[config.mk]
export PLATFORM = sky130hd
export DESIGN_NAME = issue_picker
export DESIGN_NICKNAME = d
export VERILOG_FILES = /design/src/rtl/issue_picker.sv
export SDC_FILE = /design/constraint.sdc
export NUM_CORES = 1
export LEC_CHECK = 0
export BUFFER_PORTS_ARGS = -buffer_cell sky130_fd_sc_hd__buf_2
export CAP_MARGIN = 25
export CORE_ASPECT_RATIO = 1.25
export CORE_MARGIN = 10
export CORE_UTILIZATION = 45
export CTS_CLUSTER_SIZE = 12
export DETAILED_ROUTE_END_ITERATION = 12
export PLACE_DENSITY = 0.66
export SLEW_MARGIN = 20
export SYNTH_ARGS = -nofsm -noshare
export SYNTH_HDL_FRONTEND = slang
export SYNTH_SLANG_ARGS = --single-unit
[constraint.sdc]
create_clock -name clk -period 26.2 [get_ports clk]
set_input_delay 1.31 -clock clk [delete_from_list [all_inputs] [get_ports clk]]
set_output_delay 1.31 -clock clk [all_outputs]
set_load 0.02 [all_outputs]
[src/rtl/issue_picker.sv]
module issue_picker #(
  parameter int N     = 8,
  parameter int SEQ_W = 8,
  parameter int USR_W = 4
) (
  input  logic               clk,
  input  logic               rst_n,
  input  logic               disp_valid,
  input  logic [SEQ_W-1:0]   disp_seq,
  input  logic [USR_W-1:0]   disp_users,
  input  logic               disp_ops_ready,
  input  logic               disp_is_load,
  input  logic               disp_is_store,
  input  logic               lq_full,
  input  logic               sq_full,
  input  logic               grp_stall,
  output logic [2:0]         disp_status,
  output logic [$clog2(N)-1:0] disp_tag,
  input  logic [N-1:0]       opnd_rdy,
  input  logic               res_avail,
  output logic               iss_valid,
  output logic [$clog2(N)-1:0] iss_tag,
  input  logic               wb_valid,
  input  logic [$clog2(N)-1:0] wb_tag
);
  localparam int TAG_W = $clog2(N);
  localparam int RW    = ((SEQ_W > USR_W) ? SEQ_W : USR_W) + 2;
  localparam logic [1:0] S_FREE = 2'd0, S_WAIT = 2'd1, S_RDY = 2'd2, S_EXEC = 2'd3;

  logic [1:0]           st    [N];
  logic [SEQ_W-1:0]     seq_q [N];
  logic [USR_W-1:0]     usr_q [N];
  logic signed [RW-1:0] rank  [N];

  logic                 any_free, best_v, disp_acc;
  logic [TAG_W-1:0]     free_tag, best_tag;
  logic signed [RW-1:0] best_rank;
  logic [SEQ_W-1:0]     best_seq;

  for (genvar g = 0; g < N; g++) begin : g_rank
    assign rank[g] = $signed({{(RW-SEQ_W){1'b0}}, seq_q[g]}) -
                     $signed({{(RW-USR_W){1'b0}}, usr_q[g]});
  end

  always_comb begin
    any_free = 1'b0;
    free_tag = '0;
    for (int i = N-1; i >= 0; i--) begin
      if (st[i] == S_FREE) begin
        any_free = 1'b1;
        free_tag = TAG_W'(i);
      end
    end
  end

  always_comb begin
    if (disp_is_load && lq_full)       disp_status = 3'd1;
    else if (disp_is_store && sq_full) disp_status = 3'd2;
    else if (!any_free)                disp_status = 3'd3;
    else if (grp_stall)                disp_status = 3'd4;
    else                               disp_status = 3'd0;
  end

  assign disp_tag = free_tag;
  assign disp_acc = disp_valid && (disp_status == 3'd0);

  always_comb begin
    best_v    = 1'b0;
    best_tag  = '0;
    best_rank = '0;
    best_seq  = '0;
    for (int i = 0; i < N; i++) begin
      if (st[i] == S_RDY) begin
        if (!best_v || rank[i] < best_rank ||
            (rank[i] == best_rank && seq_q[i] < best_seq)) begin
          best_v    = 1'b1;
          best_tag  = TAG_W'(i);
          best_rank = rank[i];
          best_seq  = seq_q[i];
        end
      end
    end
  end

  assign iss_valid = res_avail && best_v;
  assign iss_tag   = best_tag;

  always_ff @(posedge clk) begin
    if (!rst_n) begin
      for (int i = 0; i < N; i++) begin
        st[i]    <= S_FREE;
        seq_q[i] <= '0;
        usr_q[i] <= '0;
      end
    end else begin
      for (int i = 0; i < N; i++) begin
        case (st[i])
          S_FREE:
            if (disp_acc && free_tag == TAG_W'(i)) begin
              st[i]    <= disp_ops_ready ? S_RDY : S_WAIT;
              seq_q[i] <= disp_seq;
              usr_q[i] <= disp_users;
            end
          S_WAIT: if (opnd_rdy[i]) st[i] <= S_RDY;
          S_RDY:  if (iss_valid && iss_tag == TAG_W'(i)) st[i] <= S_EXEC;
          default: if (wb_valid && wb_tag == TAG_W'(i)) st[i] <= S_FREE;
        endcase
      end
    end
  end
endmodule

=== After elaboration in Yosys (flattened, before gate mapping) ===
Memories as Yosys holds them, arrays and structs flattened.
Cells that the tools add are included.

* Word-level logic and storage cells: 446
* Memory bits (writable): 112
* Memories kept: 3
* Output and inout bits: 10
* Register bits: 0

* Bitwise gates (word level): 48
* Reductions and logical operators: 76
* Equality and inequality tests: 44
* Add/subtract/negate cells: 8
* Multiplexer cells: 253
* Magnitude comparators: 14

{| class="wikitable"
|+ Memory list
! name !! words !! width !! rd ports !! clocked after Yosys merged registers in !! wr ports !! RTL line !! source
|-
| seq_q || 8 || 8 || 8 || 0 || 8 || 31 || <nowiki>logic [SEQ_W-1:0] seq_q [N];</nowiki>
|-
| usr_q || 8 || 4 || 8 || 0 || 8 || 32 || <nowiki>logic [USR_W-1:0] usr_q [N];</nowiki>
|-
| st || 8 || 2 || 8 || 0 || 8 || 30 || <nowiki>logic [1:0] st [N];</nowiki>
|}

{| class="wikitable"
|+ Operators by type and width
! cell !! count
|-
| 8-bit two-way mux || 21
|-
| 1-bit two-way mux || 154
|-
| 10-bit two-way mux || 13
|-
| 3-bit two-way mux || 24
|-
| 8-bit by 4-bit subtractor with 9-bit output || 8
|-
| 9-bit by 10-bit equality test with 1-bit output || 7
|-
| 9-bit by 10-bit less-than comparator with 1-bit output || 7
|-
| 2-bit two-way mux || 33
|-
| 8-bit less-than comparator || 7
|-
| 1-bit OR || 48
|-
| 3-bit equality test, second input constant || 12
|-
| 1-bit logical AND || 35
|-
| 4-bit two-way mux || 8
|-
| 3-bit OR reduction || 8
|-
| 3-bit by 2-bit equality test with 1-bit output, second input constant || 6
|-
| 2-bit by 1-bit equality test with 1-bit output, second input constant || 8
|-
| 2-bit equality test, second input constant || 8
|-
| 2-bit logical NOT || 8
|-
| 1-bit logical OR || 14
|-
| 3-bit logical NOT || 4
|-
| 3-bit by 1-bit equality test with 1-bit output, second input constant || 3
|-
| 1-bit logical NOT || 7
|}

=== Depth between registers and ports, before layout ===
Gate-level depths: netlist (run 1).
An unclocked memory read counts as a cell.

* Word-level depth: 46
* Gate-level depth with buffers: 82
* Mapped depth without buffers: 77

=== Least setup slack after synthesis (run 1) ===
OpenSTA, ideal clock, no wires.

* Kind: reg2out
* From: memory seq_q[1][0], in the netlist seq_q[0][8]
* To: output port iss_tag[1]
* Path slack: 10.020 ns
* Stages on the path, launching flop included: 77
* Arrival time: 14.870 ns
* Required time: 24.890 ns
* Path through: edfxtp_1 inv_1 ha_1 inv_1 fa_1 a21o_1 a21oi_1 nand2b_1 nor2_1 xor2_1 ha_1 nand3_1 nor4_1 nand4_1 nand3_2 buf_1 mux2i_1 inv_1 [... 41 more ...] nor2_1 nor4_1 o21ai_0 a2111oi_4 nor2_1 buf_2 buf_2 a21o_1 ha_1 o21ai_0 a21o_1 a21oi_1 o21ai_0 a2111oi_0 nor3_1 a41o_1 nor3_4 o21ai_0

{| class="wikitable"
|+ RTL lines
! item !! RTL line !! source
|-
| start, declared || 31 ||
|-
| end, declared || 22 || <nowiki>output logic [$clog2(N)-1:0] iss_tag,</nowiki>
|}

==> flow_metrics.env, run 1 <==
export IMPL_crit_buf_inv=5
export IMPL_fin_crit_ns=20.27
export IMPL_p_sw_share_pct=42.8
export IMPL_path_common_cell="ha_1"
export IMPL_coreArea_um2=23700
export IMPL_yosysUniqueCellTypes=75
export IMPL_cp_start_kind="flip-flop"
export IMPL_critPathMaxStageDelay_ns=0.86
export IMPL_worstMarginPinSlew_ns=0.966
export IMPL_layout_cells_non_filler=1565
export IMPL_rsz0062_at_grt="false"
export IMPL_drv_slew=0
export IMPL_multiInputGateArea_um2=6850
export IMPL_power_internal_w=0.000445
export IMPL_crit_required_ns=24.89
export IMPL_drc=0
export IMPL_start_util_pct=45.6
export IMPL_finalCritPeriodShare_pct=77.4
export IMPL_clock_sinks=112
export IMPL_clock_path_buffers=2
export IMPL_cts_resized=0
export IMPL_track_usage_pct=21.3
export IMPL_leakagePower_nw=5.11
export IMPL_port_buffers=43
export IMPL_cts_tree="yes"
export IMPL_cts_buffers=9
export IMPL_crit_arrival_ns=18.96
export IMPL_grt_pass1_vias=8880
export IMPL_max_freq_mhz=49.3
export IMPL_grt_start_max_net_pins=40
export IMPL_hold_viol_final=0
export IMPL_grt_pass1_wl_um=50000
export IMPL_crit_family="compound AO/OA/AOI/OAI gates"
export IMPL_drt_antenna_violating_nets=0
export IMPL_p_comb_share_pct=52.3
export IMPL_status="finished, final reports clean"
export IMPL_final_core_util_pct=49.0
export IMPL_ctsRootBufferMaster="clkbuf_16"
export IMPL_holdBufCountCts=0
export IMPL_vias_per_cell=5.84
export IMPL_finalSetupViolCount=0
export IMPL_synth_ff_type="edfxtp_1"
export IMPL_slew_headroom_pct=35.4
export IMPL_p_seq_share_pct=28.7
export IMPL_die_area_um2=30700
export IMPL_die_x_um=159
export IMPL_synth_warnings=0
export IMPL_dpl_hpwl_um=26800
export IMPL_clock_power_share_pct=19.1
export IMPL_seqCellArea_um2=3360
export IMPL_crit_fanout=30
export IMPL_drt_total_wl_um=32900
export IMPL_hold_start="st[0][2]"
export IMPL_drt_pass1_iterations=5
export IMPL_first_iter_violations=652
export IMPL_die_y_um=193
export IMPL_insertion_delay_ns=0.37
export IMPL_synth_cells=1207
export IMPL_antenna_found_initial=0
export IMPL_crit_type="reg2out"
export IMPL_setup_tns_ns=0
export IMPL_diodes=0
export IMPL_dp_cells=1549
export IMPL_nFillCells=2258
export IMPL_power_density_nw_per_um2=66.9
export IMPL_core_rowCount=63
export IMPL_holdWs_ns=0.790
export IMPL_drive_gt1_share_pct=8.47
export IMPL_crit_start="seq_q[0][8]"
export IMPL_grt_overflow_total=0
export IMPL_route_detailed_wl_per_inst_um=21.0
export IMPL_fin_worst_skew_ns=0.0150
export IMPL_synth_seq_area_share_pct=31.1
export IMPL_gp_congestion=1.02
export IMPL_async_reset_ff_share_pct=0
export IMPL_clk_pin_slew_ns=0.09
export IMPL_vdd_drop_max_uv=53.0
export IMPL_num_vias=9144
export IMPL_io_pins=44
export IMPL_h_tree_depth=3
export IMPL_synth_seq_cells=112
export IMPL_syn_nets=1394
export IMPL_hold_path_class="reg2reg"
export IMPL_cts_setup_buffers=0
export IMPL_synth_edf_count=112
export IMPL_power_switching_w=0.000333
export IMPL_nNetsFinal=1422
export IMPL_critPathCaptureType="output port"
export IMPL_syn_area_um2=10800
export IMPL_critical_path_slowest_cell="a41oi_4"
export IMPL_avgSynthCellArea_um2=8.96
export IMPL_reg2reg_from="seq_q[0][8]"
export IMPL_maxCapViolations=0
export IMPL_area_delta_synth_final_pct=7.54
[routing by layer]
layer / vias up / routed length (um) / GRT usage (%)
li1: 4427 / - / -
met1: 4368 / 13000 / 24.3
met2: 271 / 16900 / 37.8
met3: 78 / 1270 / 2.49
met4: 0 / 1710 / 10.5
met5: - / 0 / 0
[cell usage after synthesis (all sizes together), types with 24 or more instances]
library cell  count  share of area [%]
mux2i            35                3.2
nor2b            29                1.7
a21oi            62                3.0
nor2            159                5.5
edfxtp          112                 31
a21o             49                3.4
nand4            27                1.6
inv             127                4.4
xor2             24                1.9
ha              145                 17
mux2             25                2.7
nand2            96                3.3
o21ai            49                2.3
[worst min-delay path, cell delays in order, from the launching register on]
cell and delay, ns:
edfxtp_1 0.47, a21oi_1 0.10, nand2_1 0.10
[cell type report]
class,instances,share of cell area [%]
multi-input combinational,942,58.9
sequential,112,28.9
tap,325,3.50
inverter,127,4.10
clock buffer,9,1.94
timing repair buffer,43,1.85
clock inverter,7,0.850
[logic make-up (layout without fill, tap and decap cells)]
logic type                 after synthesis  count (layout)  synth area share (%)
adders and majority gates              153             153                  18.3
xor gates and xnor gates                43              43                  3.48
AOI/OAI and AO/OA                      243             243                  15.3
and+or+nand+nor                        443             443                  20.3
DFF                                    112             112                  31.1
buffers and inverters                  153             186                  5.68
muxes                                   60              60                  5.95
[final timing paths]
kind,to,slack (ns),cells after the start
worst max register to register,st[0][5],7.18,67
worst min register to register,st[0][3],0.79,2
worst max-delay path,iss_tag[1],5.93,67
worst min-delay path,st[0][3],0.79,2
[cell usage in the layout, fill, tap and decap left out, drive strengths merged, types with 4 or more instances in the layout]
master	synthesis	final
nand3	20	20
o21ai	49	49
a211o	5	5
nor3b	6	6
or2	6	6
nand2b	14	14
fa	8	8
o21a	10	10
nor4	20	20
nand4	27	27
mux2i	35	35
clkbuf	13	9
o22ai	6	6
edfxtp	112	112
inv	127	131
nor3	19	19
a21o	49	49
nand3b	6	6
nor2	159	159
o31ai	5	5
o211ai	5	5
o2111ai	4	4
and2	9	9
nand2	96	96
a31oi	4	4
xnor2	19	19
mux2	25	25
or3	6	6
a2111oi	8	8
buf	13	43
a21oi	62	62
nand4b	11	11
a211oi	7	7
ha	145	145
nor2b	29	29
xor2	24	24
[power by group through the flow]
stage	Sequential, W	Combinational, W	Clock, W
final	0.000223	0.000407	0.000148
after global placement	0.000226	0.000394	0
after CTS	0.000223	0.000401	0.000150
after detailed placement	0.000227	0.000398	0
after floorplan	0.000221	0.000300	0
after global routing	0.000224	0.000451	0.000156
[registers in the layout, indices dropped and copies added, names as in the netlist]
signal,cells
st,16
usr_q,32
seq_q,64
[through the flow]
step | power [W] | setup slack (ns) | area, um2
floorplan | 0.000521 | 10.02 | 10800
global placement | 0.000621 | 7.00 | 11300
detailed placement | 0.000625 | 6.77 | 11300
CTS | 0.000773 | 6.31 | 11600
global route | 0.000831 | 4.59 | 11600
finish | 0.000778 | 5.93 | 11600
Power figures use the tool's default switching activity.
==> run 2: changes to the inputs <==
PLACE_DENSITY = 0.69   (was 0.66)
clock period = 18.3 ns   (was 26.2 ns; I/O delays follow)
==> run 2 against run 1 <==
First-iteration DRC count shrank 20%. Die area did not move. Non-clock buffer count rose by 24. Critical path depth rose by 7. Total power rose by 47%. Sequential power rose by 43%. Critical path type unchanged. Clock power increased by 41%. Final area rose by 2.4%.
==> flow_metrics.env, run 2 (same netlist as run 1, synthesis figures left out) <==
export IMPL_fin_crit_ns=17.47
export IMPL_insertion_delay_ns=0.36
export IMPL_crit_arrival_ns=16.55
export IMPL_clock_power_share_pct=18.2
export IMPL_vdd_drop_max_uv=73.2
export IMPL_regMostFlops="seq_q"
export IMPL_crit_type="reg2out"
export IMPL_vias_per_cell=5.82
export IMPL_drv_slew=0
export IMPL_power_density_nw_per_um2=95.7
export IMPL_power_internal_w=0.000657
export IMPL_clock_sinks=112
export IMPL_power_switching_w=0.000484
export IMPL_die_y_um=193
export IMPL_first_iter_violations=523
export IMPL_crit_fanout=18
export IMPL_final_core_util_pct=50.2
export IMPL_layout_common_cells="157 x nor2_1, 145 x ha_1, 127 x inv_1"
export IMPL_crit_required_ns=17.39
export IMPL_core_rowCount=63
export IMPL_p_seq_share_pct=28.1
export IMPL_worstMarginPinSlew_ns=0.798
export IMPL_port_buffers=43
export IMPL_p_sw_share_pct=42.4
export IMPL_slew_headroom_pct=46.3
export IMPL_largest_register_ffs=64
export IMPL_hold_path_class="reg2reg"
export IMPL_fin_worst_skew_ns=0.0149
export IMPL_cp_start_kind="flip-flop"
export IMPL_nNetsFinal=1447
export IMPL_route_detailed_wl_per_inst_um=21.1
export IMPL_crit_family="compound AO/OA/AOI/OAI gates"
export IMPL_nFillCells=2249
export IMPL_antenna_found_initial=0
export IMPL_critPathCaptureType="output port"
export IMPL_drt_total_wl_um=33500
export IMPL_final_common_cell="nor2_1"
export IMPL_io_pins=44
export IMPL_die_area_um2=30700
export IMPL_path_common_cell="ha_1"
export IMPL_clock_path_buffers=2
export IMPL_die_x_um=159
export IMPL_maxCapViolations=0
export IMPL_num_vias=9246
export IMPL_max_freq_mhz=57.2
export IMPL_coreArea_um2=23700
export IMPL_h_tree_depth=3
export IMPL_cts_buffers=9
export IMPL_critical_path_slowest_cell="a2111oi_1"
export IMPL_finalCritPeriodShare_pct=95.5
export IMPL_place_area_um2=11400
export IMPL_start_util_pct=45.6
export IMPL_grt_overflow_total=0
export IMPL_area_delta_synth_final_pct=10.1
export IMPL_grt_start_max_net_pins=40
export IMPL_finalSetupViolCount=0
export IMPL_cts_tree="yes"
export IMPL_status="finished, final reports clean"
export IMPL_seqCellArea_um2=3360
export IMPL_crit_buf_inv=12
export IMPL_leakagePower_nw=5.25
export IMPL_track_usage_pct=21.4
export IMPL_drc=0
export IMPL_drt_pass1_iterations=5
export IMPL_dpl_hpwl_um=27200
export IMPL_gp_congestion=1.02
export IMPL_grt_pass1_wl_um=51100
export IMPL_clk_pin_slew_ns=0.09
export IMPL_p_comb_share_pct=53.7
export IMPL_grt_pass1_vias=9127
export IMPL_ctsRootBufferMaster="clkbuf_16"
export IMPL_diodes=0
export IMPL_critPathMaxStageDelay_ns=0.56
export IMPL_stdcell_area_um2=11900
export IMPL_drive_gt1_share_pct=11.1
export IMPL_multiInputGateArea_um2=6930
export IMPL_largestRegisters="seq_q (64), usr_q (32), st (16)"
export IMPL_drt_antenna_violating_nets=0
export IMPL_hold_viol_final=0
run 2: cell types whose count changed in the layout (fill, tap and decap cells not counted), moves of 3 or more:
cell,before,now
a2111oi_0,7,4
nor4_1,20,17
buf_4,0,22
nor4_2,0,3
run 2: final timing paths:
| check | startpoint | end | slack [ns] | cells after the start |
|---|---|---|---|---|
| min reg2reg | st[0][2] | st[0][2] | 0.82 | 2 |
| max reg2reg | seq_q[0][8] | st[1][2] | 1.53 | 75 |
| max | seq_q[0][8] | iss_tag[1] | 0.83 | 74 |
| min | st[0][2] | st[0][2] | 0.82 | 2 |
run 2: metrics by stage:
step / std cells / hold WS (ns) / setup TNS [ns] / power [W] / setup WS, ns
floorplan: 1207 / 0.682 / 0 / 0.000746 / 2.51
global placement: 1557 / 0.789 / 0 / 0.000898 / 0.708
detailed placement: 1557 / 0.787 / 0 / 0.000906 / 0.406
CTS: 1573 / 0.811 / 0 / 0.00111 / 0.0119
global route: 1590 / 0.859 / -0.425 / 0.00122 / -0.215
finish: 1590 / 0.822 / 0 / 0.00114 / 0.831
run 2: final cells by class:
type | count | area share (%)
Clock inverter | 7 | 0.746
Tap cell | 325 | 3.41
Clock buffer | 9 | 1.89
Timing Repair Buffer | 67 | 3.53
Sequential cell | 112 | 28.2
Multi-Input combinational cell | 943 | 58.2
Inverter | 127 | 4.00
run 2: worst min-delay path: cells and delay by family, from the launching register on:
family | cells | cell delay [ns]
DFF | 1 | 0.50
AOI/OAI and AO/OA | 1 | 0.10
and+or+nand+nor | 1 | 0.09
run 2: timing repair:
action	in CTS	in global routing
hold buffers	0	0
pin swaps	0	7
buffers inserted	0	16
gates resized for setup	1	15
setup endpoints to repair	1	35
gates cloned	0	1
run 2: layer usage:
layer  wire length (um)  vias up  track usage (%)
met2              17200      317             38.0
met1              13200     4361             24.8
met3               1430       91             2.13
met5                  0        -                0
li1                   -     4477                -
met4               1750        0             10.4
run 2: power by group through the flow:
stage / sequential, W / clock (W) / combinational [W]
floorplan: 0.000316 / 0 / 0.000430
global placement: 0.000324 / 0 / 0.000574
detailed placement: 0.000325 / 0 / 0.000581
CTS: 0.000319 / 0.000208 / 0.000584
global route: 0.000322 / 0.000217 / 0.000680
finish: 0.000320 / 0.000208 / 0.000613
